File: config.mk
export PLATFORM = sky130hd
export DESIGN_NAME = intsel_top
export DESIGN_NICKNAME = d
export VERILOG_FILES = /design/src/rtl/intsel_pkg.sv /design/src/rtl/intsel_gate.sv /design/src/rtl/intsel_pick.sv /design/src/rtl/intsel_top.sv
export SDC_FILE = /design/constraint.sdc
export NUM_CORES = 1
export LEC_CHECK = 0
export ABC_AREA = 1
export BUFFER_PORTS_ARGS = -buffer_cell sky130_fd_sc_hd__buf_4
export CAP_MARGIN = 30
export CORE_UTILIZATION = 34
export DETAILED_ROUTE_END_ITERATION = 8
export PLACE_DENSITY = 0.9
export RECOVER_POWER = 25
export SYNTH_ARGS = -nofsm -noshare
export SYNTH_HDL_FRONTEND = slang
export SYNTH_SLANG_ARGS = --single-unit
File: constraint.sdc
create_clock -name vclk -period 1.27
set_input_delay 0.0635 -clock vclk [all_inputs]
set_output_delay 0.0635 -clock vclk [all_outputs]
set_load 0.01 [all_outputs]
File: src/rtl/intsel_pkg.sv
package intsel_pkg;

  localparam int PRIV_W = 2;

  localparam logic [PRIV_W-1:0] LVL_USER  = 2'd0;
  localparam logic [PRIV_W-1:0] LVL_SUPV  = 2'd1;
  localparam logic [PRIV_W-1:0] LVL_MACH  = 2'd3;

  localparam int SRC_ID_W = 2;

  localparam logic [SRC_ID_W-1:0] SRC_SOFT  = 2'd0;
  localparam logic [SRC_ID_W-1:0] SRC_TIMER = 2'd1;
  localparam logic [SRC_ID_W-1:0] SRC_HOST  = 2'd2;

  // A group at level lvl is open when the hart runs below it, or at it with the enable set.
  function automatic logic level_open(input logic [PRIV_W-1:0] cur,
                                      input logic [PRIV_W-1:0] lvl,
                                      input logic              gie);
    return (cur < lvl) || ((cur == lvl) && gie);
  endfunction

endpackage

File: src/rtl/intsel_gate.sv
module intsel_gate
  import intsel_pkg::*;
#(
  parameter logic [PRIV_W-1:0] GROUP_LVL = LVL_MACH
) (
  input  logic [PRIV_W-1:0] priv_i,
  input  logic              gie_i,
  output logic              open_o
);

  assign open_o = level_open(priv_i, GROUP_LVL, gie_i);

endmodule

File: src/rtl/intsel_pick.sv
module intsel_pick #(
  parameter int N_SRC = 2,
  parameter int ID_W  = 2,
  parameter logic [N_SRC*ID_W-1:0] SRC_IDS = '0
) (
  input  logic [N_SRC-1:0] req_i,
  output logic             hit_o,
  output logic [ID_W-1:0]  id_o
);

  // Slot 0 has the highest rank; scan from the lowest rank upward so slot 0 overwrites.
  always_comb begin
    hit_o = 1'b0;
    id_o  = '0;
    for (int k = N_SRC - 1; k >= 0; k--) begin
      if (req_i[k]) begin
        hit_o = 1'b1;
        id_o  = SRC_IDS[k*ID_W +: ID_W];
      end
    end
  end

endmodule

File: src/rtl/intsel_top.sv
module intsel_top
  import intsel_pkg::*;
#(
  parameter int XLEN   = 64,
  parameter int MBOX_W = 16
) (
  input  logic [PRIV_W-1:0] priv_i,
  input  logic              gie_i,
  input  logic              msw_pend_i,
  input  logic [MBOX_W-1:0] host_mbox_i,
  input  logic              ssw_pend_i,
  input  logic              stmr_pend_i,
  input  logic              stmr_en_i,
  output logic              take_o,
  output logic [XLEN-1:0]   cause_o
);

  localparam int GRP_SRCS = 2;
  localparam logic [GRP_SRCS*SRC_ID_W-1:0] M_IDS = {SRC_HOST,  SRC_SOFT};
  localparam logic [GRP_SRCS*SRC_ID_W-1:0] S_IDS = {SRC_TIMER, SRC_SOFT};

  function automatic logic [XLEN-1:0] build_cause(input logic             fire,
                                                  input logic [SRC_ID_W-1:0] id);
    logic [XLEN-1:0] w;
    w = '0;
    if (fire) begin
      w[XLEN-1]       = 1'b1;
      w[SRC_ID_W-1:0] = id;
    end
    return w;
  endfunction

  // Named internal events
  logic                m_open, s_open;
  logic                host_nz, tmr_req;
  logic                m_hit, s_hit;
  logic [SRC_ID_W-1:0] m_id, s_id;
  logic                m_fire, s_fire;
  logic [SRC_ID_W-1:0] win_id;

  assign host_nz = |host_mbox_i;
  assign tmr_req = stmr_pend_i & stmr_en_i;

  intsel_gate #(.GROUP_LVL(LVL_MACH)) u_gate_m (
    .priv_i (priv_i),
    .gie_i  (gie_i),
    .open_o (m_open)
  );

  intsel_gate #(.GROUP_LVL(LVL_SUPV)) u_gate_s (
    .priv_i (priv_i),
    .gie_i  (gie_i),
    .open_o (s_open)
  );

  intsel_pick #(.N_SRC(GRP_SRCS), .ID_W(SRC_ID_W), .SRC_IDS(M_IDS)) u_pick_m (
    .req_i ({host_nz, msw_pend_i}),
    .hit_o (m_hit),
    .id_o  (m_id)
  );

  intsel_pick #(.N_SRC(GRP_SRCS), .ID_W(SRC_ID_W), .SRC_IDS(S_IDS)) u_pick_s (
    .req_i ({tmr_req, ssw_pend_i}),
    .hit_o (s_hit),
    .id_o  (s_id)
  );

  assign m_fire = m_open & m_hit;
  assign s_fire = s_open & s_hit;
  assign win_id = m_fire ? m_id : s_id;

  assign take_o  = m_fire | s_fire;
  assign cause_o = build_cause(take_o, win_id);

  // Checks on the settled outputs
  always_comb begin
    p_cause_flag_r8: assert (take_o == cause_o[XLEN-1])
      else $error("cause flag disagrees with take strobe");
    if (!take_o) begin
      p_idle_zero_r8: assert (cause_o == '0)
        else $error("cause word not zero while idle");
    end
    if (priv_i == LVL_MACH && !gie_i) begin
      p_mach_closed_r1: assert (!take_o)
        else $error("interrupt taken in machine mode with enable clear");
    end
    if (priv_i >= 2'd2) begin
      p_supv_shut_r4: assert (!s_open)
        else $error("supervisor group open above supervisor");
    end
    if (m_fire) begin
      p_mach_first_r7: assert (cause_o[SRC_ID_W-1:0] == m_id)
        else $error("machine group did not win");
    end
    if (m_fire && msw_pend_i) begin
      p_msw_first_r2: assert (cause_o[SRC_ID_W-1:0] == SRC_SOFT)
        else $error("machine software not first");
    end
    if (take_o && cause_o[SRC_ID_W-1:0] == SRC_TIMER) begin
      p_timer_en_r6: assert (stmr_pend_i && stmr_en_i)
        else $error("timer taken without pending and enable");
    end
  end

endmodule

==> summary.txt, run 1 <==
Worst setup path
  – Crit-path max FO: 2
  – Req. time, crit path: 1.21 ns
  – Slowest stage delay, CP: 0.17 ns
  – WP data arrival: 0.88 ns
  – Crit Path Category: input pin to output pin
  – Critical Path End Type: output pin
  – Crit-path leading delay family: simple AND/OR/NAND/NOR gates
  – WP buf/inv: 2
  – Most used cell, CP: nand2_1
  – Type of origin of the critical path: input pin
  – Slowest cell on the critical path: nor2_1
  – Critical-path cell list: buf_4 > nor2_1 > nand2_1 > nor2_1 > nand3_2 > nand2_1 > nand2_1 > buf_4

Detailed routing
  – Routed Antenna Nets: 0
  – DR pass1 iterations: 6
  – WL per Instance: between 5 and 6 µm
  – DR DRC count: 8
  – DR vias/cell: 3.04
  – 1st-iter DRT viols: 11
  – Final WL: 773 µm
  – Total number of vias: 431

STA
  – Period Utilization, post-route: 0.742
  – Setup violations, final: 0
  – Max-slew violation count: 0
  – Final WS setup: ~0.33 ns
  – Fmax: between 1 and 1.5 GHz
  – Fin Hold WS: 0.469 ns
  – Post-route setup TNS: 0 ns
  – RSZ-0062 raised after global routing: no
  – Fin. Hold Viols: 0
  – Crit path time final: 0.942 ns

GRT
  – GRT Total Usage: 0.0544
  – First-pass GRT wire length: 869 µm
  – Largest net degree at the start of global routing: 4
  – Vias in the first global route: between 200 and 300
  – Antenna violations before repair: 0
  – Grt ovf: 0

Place
  – Gpl congestion: just under 0.6
  – Placed instance count: 142
  – DP HPWL: 727 µm
  – Pre-CTS setup slack: roughly 0.35 ns
  – PortBufs: 27

Logic synthesis
  – Post-synthesis cell area: roughly 600 µm²
  – Distinct cells, synth: 12
  – Post-synthesis cell count: 93
  – Syn. warnings: 0
  – Cell taking the most area after synthesis: buf_4
  – Syn Area/Cell: 6.53 µm²
  – Commonest cells post-synth: buf_4, nand2_1, nor2_1
  – Largest cells by area after synthesis: buf_4, nand2_1, nor2_1
  – Register area share after synthesis: 0
  – Count leader, synth: buf_4
  – Area share of the largest cell type after synthesis: 0.767

Die
  – Vert. Die Dim: 44.2 µm
  – CORE AREA: 0.00159 mm²
  – Die width: 44.2 µm
  – Die area: 0.00196 mm²
  – Row cnt: 14
  – Initial core utilization: 0.381
  – Boundary Pins: 88

Layout
  – Clock buffers: 0
  – Number of diodes: 0
  – Layout cells sized above 1: 0.254
  – Area Overhead vs Synth: -1.65%
  – Nets@finish: between 100 and 150
  – Cell Count, Final, Fillers Out: 142
  – FF+latch count: 0
  – Register area: 0 µm²

Outcome
  – Outcome: finished with violations
  – Failing checks: DRC

Pwr
  – Pwr Density: 281 mW/mm²
  – Worst vdd ir: 103 µV
  – Leakage: 0.391 nW

CTS
  – Post-CTS sizing: 0
  – Setup bufs post-CTS: 0
  – Hold Buf Count CTS: 0

Hold path
  – Hold WC Path Type: input pin to output pin

Flow run
  – Max-cap violation count: 0
through the flow:
| stage | power (mW) | instance area, µm² | utilization |
|---|---|---|---|
| final | 0.168 | 597 | 0.374 |
| after global routing | 0.186 | 597 | 0.374 |
| after CTS | 0.165 | 599 | 0.376 |
| after detailed placement | 0.165 | 599 | 0.376 |
| after global placement | 0.164 | 599 | 0.376 |
| after floorplan | 0.243 | 832 | - |
final cells by class:
cell class,instances,area (µm²)
fill,179,997
multi-input combinational,87,349
timing repair buffer,27,203
tap,24,30.0
inverter,4,15.0
final timing paths:
check	startpoint	end	slack [ns]	cells past startpoint
worst max-delay path	host_mbox_i[7]	cause_o[63]	0.33	8
worst min-delay path	ssw_pend_i	cause_o[0]	0.47	5
metal layers:
layer	global-route usage	part of all wire
met5	0	0
met4	0	0
met3	0.0122	0.29
met2	0.141	0.50
met1	0.0341	0.21
cells in the final DEF (no fill, tap or decap):
master	count
nand3_2	1
inv_1	4
nand2_1	9
nor2_2	1
a21oi_1	2
conb_1	61
nor2_1	9
nand3_1	1
a21oi_2	1
buf_4	27
o21bai_1	1
nor3_1	1
power by group:
part           internal [mW]  switching [mW]  total (mW)
Sequential                 0               0           0
Clock                      0               0           0
Combinational         0.0585           0.109       0.168
Total                 0.0585           0.109       0.168
logic make-up after synthesis:
group	Yosys count	share of synthesized area
buf+inv	66	0.792
compound gates	4	0.0433
simple gates	22	0.159
other cells	1	0.00618
Note: power is estimated with default switching activity, not from simulation.
==> inputs of run 2 (changes only) <==
Settings changed: ABC_AREA 1 to 0, CORE_UTILIZATION 34 to 31, PLACE_DENSITY 0.9 to 0.84.
Clock period 1.27 ns to 1 ns, I/O delays scaled along.
==> summary.txt, run 2 <==
Logic synthesis
  – Area share of the largest cell type after synthesis: 0.790
  – Commonest cells post-synth: buf_4, nor4_2, nor2_1
  – Syn. warnings: 0
  – Syn Area/Cell: 7.46 µm²
  – Post-synthesis cell area: 589 µm²
  – Count leader, synth: buf_4
  – Post-synthesis cell count: 79
  – Largest cells by area after synthesis: buf_4, nor4_2, nor2_1
  – Cell taking the most area after synthesis: buf_4
  – Distinct cells, synth: 11
  – Register area share after synthesis: 0

Pwr
  – Internal power: approximately 92 µW
  – Worst vdd ir: ~150 µV
  – Switching Fraction: 0.628
  – Combinational fraction of design power: 1.000
  – Pwr Density: approximately 360 mW/mm²
  – P_sw: between 150 and 200 µW
  – Power share of the sequential group: 0
  – Leakage: between 0.3 and 0.4 nW
  – Clk pwr share: 0

STA
  – Fin. Hold Viols: 0
  – RSZ-0062 raised after global routing: yes
  – Post-route setup TNS: -0.751 ns
  – Setup violations, final: 4
  – Fin Hold WS: just under 0.4 ns
  – Period Utilization, post-route: 1.23
  – Crit path time final: 1.23 ns
  – Fmax: 0.811 GHz
  – Max-slew violation count: 0
  – Final WS setup: -0.233 ns

Layout
  – Clock buffers: 0
  – Fin util: 0.389
  – Area Overhead vs Synth: 15.3%
  – Layout cells sized above 1: 0.355
  – Commonest cells after routing, fill and taps aside: conb_1, buf_4, buf_6, nor4_4, nor2_1
  – FF+latch count: 0
  – Cell Count, Final, Fillers Out: 132
  – Nets@finish: 132
  – Register area: 0 µm²
  – Number of diodes: 0
  – Filler cells: 188
  – Most common cell after layout, fill and taps aside: conb_1
  – Finished Cell Area: 679 µm²

Detailed routing
  – DR pass1 iterations: 1
  – Final WL: 1030 µm
  – Routed Antenna Nets: 0
  – DR vias/cell: 3.16
  – DR DRC count: 0
  – Total number of vias: 417
  – WL per Instance: approximately 8 µm
  – 1st-iter DRT viols: 0

Outcome
  – Failing checks: setup timing
  – Outcome: finished with violations

Place
  – Gpl congestion: slightly above 0.7
  – DP HPWL: roughly 810 µm
  – Placed Instance Area: 602 µm²
  – PortBufs: 27
  – Placed instance count: 130

Worst setup path
  – Crit Path Category: input pin to output pin
  – Critical-path cell list: buf_4 > nor4_4 > nand4_1 > buf_4 > nor4_4 > buf_4
  – Slowest cell on the critical path: nor4_4
  – Most used cell, CP: buf_4
  – Critical Path End Type: output pin
  – Slowest stage delay, CP: between 0.2 and 0.25 ns
  – Req. time, crit path: between 0.9 and 1 ns
  – Crit-path max FO: 4
  – Type of origin of the critical path: input pin
  – WP data arrival: 1.18 ns

Die
  – Row cnt: 15
  – Boundary Pins: 88
  – Vert. Die Dim: 45.6 µm
  – Die area: 0.00208 mm²
  – Initial core utilization: 0.338
  – CORE AREA: 0.00175 mm²
  – Die width: 45.6 µm

Hold path
  – Hold depth: 3
  – Min-delay src: priv_i[1]
  – Hold WC Path Type: input pin to output pin
  – Hold-critical path endpoint: cause_o[63]

CTS
  – Hold Buf Count CTS: 0

GRT
  – GRT Total Usage: 0.0815
  – Grt ovf: 0
  – Antenna violations before repair: 0
  – Largest net degree at the start of global routing: 5
  – Vias in the first global route: 305
  – First-pass GRT wire length: 1290 µm

Flow run
  – Max-cap violation count: 0
[run 2: changes by cell type after synthesis, moves of 2 or more]
cell     before  now
inv_1         4    0
nand2_1       9    0
nor2_1        8    3
nor4_2        0    5
nor2_2        2    0
[run 2: power groups by stage]
stage | combinational (mW) | clock (mW) | sequential (mW)
final | 0.247 | 0 | 0
after global routing | 0.275 | 0 | 0
after detailed placement | 0.215 | 0 | 0
after CTS | 0.227 | 0 | 0
after global placement | 0.213 | 0 | 0
after floorplan | 0.301 | 0 | 0
[run 2: layer usage]
layer  GRT usage  part of all wire  up-vias
li1            -                 -      187
met1      0.0776              0.20      185
met2       0.183              0.64       41
met3     0.00397              0.12        4
met4      0.0121             0.042        0
met5           0                 0        -
[run 2: cell type report]
class,instances,area (µm²),share of cell area
multi-input cells,77,397,0.584
well taps,25,31.3,0.0460
repair buffers,30,251,0.370
[run 2: kinds of logic (layout without fill, tap and decap cells)]
| group | count (synthesis) | count (layout) | synth area share |
|---|---|---|---|
| AND/OR/NAND/NOR | 13 | 13 | 0.176 |
| other | 1 | 61 | 0.00636 |
| AO/OA/AOI/OAI | 3 | 3 | 0.0276 |
| buffers and inverters | 62 | 30 | 0.790 |
[run 2: repair_timing]
item	4_1_cts	5_1_grt
gates resized for setup	6	6
pin swaps	8	4
setup endpoints to repair	4	4
buffers inserted	1	1
[run 2: stage by stage]
stage	setup slack [ns]	total power, mW
floorplan	-0.0172	0.301
global route	-0.318	0.275
detailed placement	-0.207	0.215
CTS	-0.160	0.227
global placement	-0.190	0.213
finish	-0.233	0.247
[run 2: worst max-delay path by stage]
stage | startpoint | cells past startpoint | to
floorplan | host_mbox_i[5] | 5 | cause_o[63]
global placement | host_mbox_i[6] | 6 | take_o
detailed placement | host_mbox_i[14] | 6 | take_o
CTS | host_mbox_i[3] | 6 | take_o
global route | host_mbox_i[9] | 6 | cause_o[0]
finish | host_mbox_i[9] | 6 | cause_o[0]
[run 2: worst max-delay path, delay by kind of cell]
kind          cells  cell delay, ns
buf+inv           3            0.50
simple gates      3            0.62
==> inputs of run 3 (changes only) <==
Clock period 1 ns to 1.2 ns, I/O delays scaled along.
==> summary.txt, run 3 (same netlist as run 2, synthesis figures left out) <==
STA
  – Fin. Hold Viols: 0
  – Crit path time final: approximately 1.2 ns
  – Fin Hold WS: between 0.3 and 0.4 ns
  – Max-slew violation count: 0
  – Period Utilization, post-route: 1.03
  – Setup violations, final: 2
  – Fmax: between 0.8 and 0.9 GHz
  – Final WS setup: -0.0323 ns
  – RSZ-0062 raised after global routing: yes

Die
  – Vert. Die Dim: approximately 46 µm
  – Die area: 0.00208 mm²
  – Die width: roughly 46 µm
  – Boundary Pins: 88
  – Row cnt: 15
  – CORE AREA: 0.00175 mm²
  – Initial core utilization: 0.338

GRT
  – Antenna violations before repair: 0
  – Largest net degree at the start of global routing: 5
  – First-pass GRT wire length: 979 µm
  – Grt ovf: 0
  – GRT Total Usage: 0.0619
  – Vias in the first global route: 249

Layout
  – Clock buffers: 0
  – Nets@finish: 130
  – Number of diodes: 0
  – Cell Count, Final, Fillers Out: 130
  – Commonest cells after routing, fill and taps aside: conb_1, buf_4, buf_6, nor4_4, nor2_1
  – Most common cell after layout, fill and taps aside: conb_1
  – Layout cells sized above 1: 0.324
  – FF+latch count: 0
  – Filler cells: 194
  – Area Overhead vs Synth: 8.07%
  – Register area: 0 µm²

Detailed routing
  – Routed Antenna Nets: 0
  – Total number of vias: 405
  – DR pass1 iterations: 1
  – DR DRC count: 0
  – DR vias/cell: 3.12
  – WL per Instance: 7.21 µm
  – 1st-iter DRT viols: 0
  – Final WL: 937 µm

Worst setup path
  – Req. time, crit path: 1.14 ns
  – Critical-path cell list: buf_4 > nor4_4 > nand4_1 > nor3_1 > o22ai_1 > buf_4
  – Crit-path max FO: 4
  – Slowest cell on the critical path: nor4_4
  – Crit Path Category: input pin to output pin
  – Crit-path leading delay family: simple AND/OR/NAND/NOR gates
  – Slowest stage delay, CP: 0.26 ns
  – Type of origin of the critical path: input pin
  – WP data arrival: between 1 and 1.5 ns
  – Critical Path End Type: output pin
  – Most used cell, CP: buf_4
  – WP buf/inv: 2

Place
  – PortBufs: 27
  – Gpl congestion: 0.627
  – DP HPWL: 774 µm
  – Placed instance count: 129

Pwr
  – Leakage: 0.364 nW
  – Total power: 197 µW
  – Worst vdd ir: 105 µV
  – Pwr Density: 309 mW/mm²

Outcome
  – Failing checks: setup timing
  – Outcome: finished with violations

Flow run
  – Max-cap violation count: 0

Hold path
  – Hold WC Path Type: input pin to output pin
-- run 3: cell types whose count changed in the layout (fill, tap and decap cells not counted), sizes merged --
cell	before	now
buf	30	28
-- run 3: metal layers --
metal / vias to the layer above / track usage / share of wire / wire length [µm]
met5: - / 0 / 0 / 0
met4: 0 / 0 / 0 / 0
met3: 0 / 0.00794 / 0.18 / 164
met2: 46 / 0.160 / 0.59 / 555
met1: 175 / 0.0424 / 0.23 / 217
li1: 184 / - / - / -
-- run 3: worst paths after layout --
kind	cells after the start	end	startpoint
max	6	cause_o[63]	host_mbox_i[13]
min	3	cause_o[0]	msw_pend_i
-- run 3: where the power goes --
part           switching, mW  internal, mW  total, mW
Sequential                 0             0          0
Clock                      0             0          0
Combinational          0.125        0.0715      0.197
Total                  0.125        0.0715      0.197
-- run 3: per-stage QoR --
step | area [µm²] | TNS, ns | util | setup slack, ns
CTS | 599 | -0.0675 | 0.343 | -0.0343
detailed placement | 583 | -0.184 | 0.334 | -0.0847
floorplan | 815 | 0 | - | 0.143
global route | 637 | -0.258 | 0.365 | -0.109
finish | 637 | -0.0633 | 0.365 | -0.0323
global placement | 583 | -0.166 | 0.334 | -0.0742
-- run 3: final cells by class --
cell class	count	area [µm²]	share of cell area
tap	25	31.3	0.0491
multi-input combinational	77	377	0.591
timing repair buffer	28	229	0.360
-- run 3: what timing repair did --
| item | in CTS | in global routing |
|---|---|---|
| buffers inserted | 0 | 1 |
| resized for setup | 3 | 6 |
| endpoints found under the setup margin | 3 | 3 |
| hold buffers | 0 | 0 |
| pin swaps | 4 | 5 |
-- run 3: tightest hold or removal path, stage by stage --
cell and delay, ns:
buf_4 0.10, nor4_2 0.04, buf_4 0.13
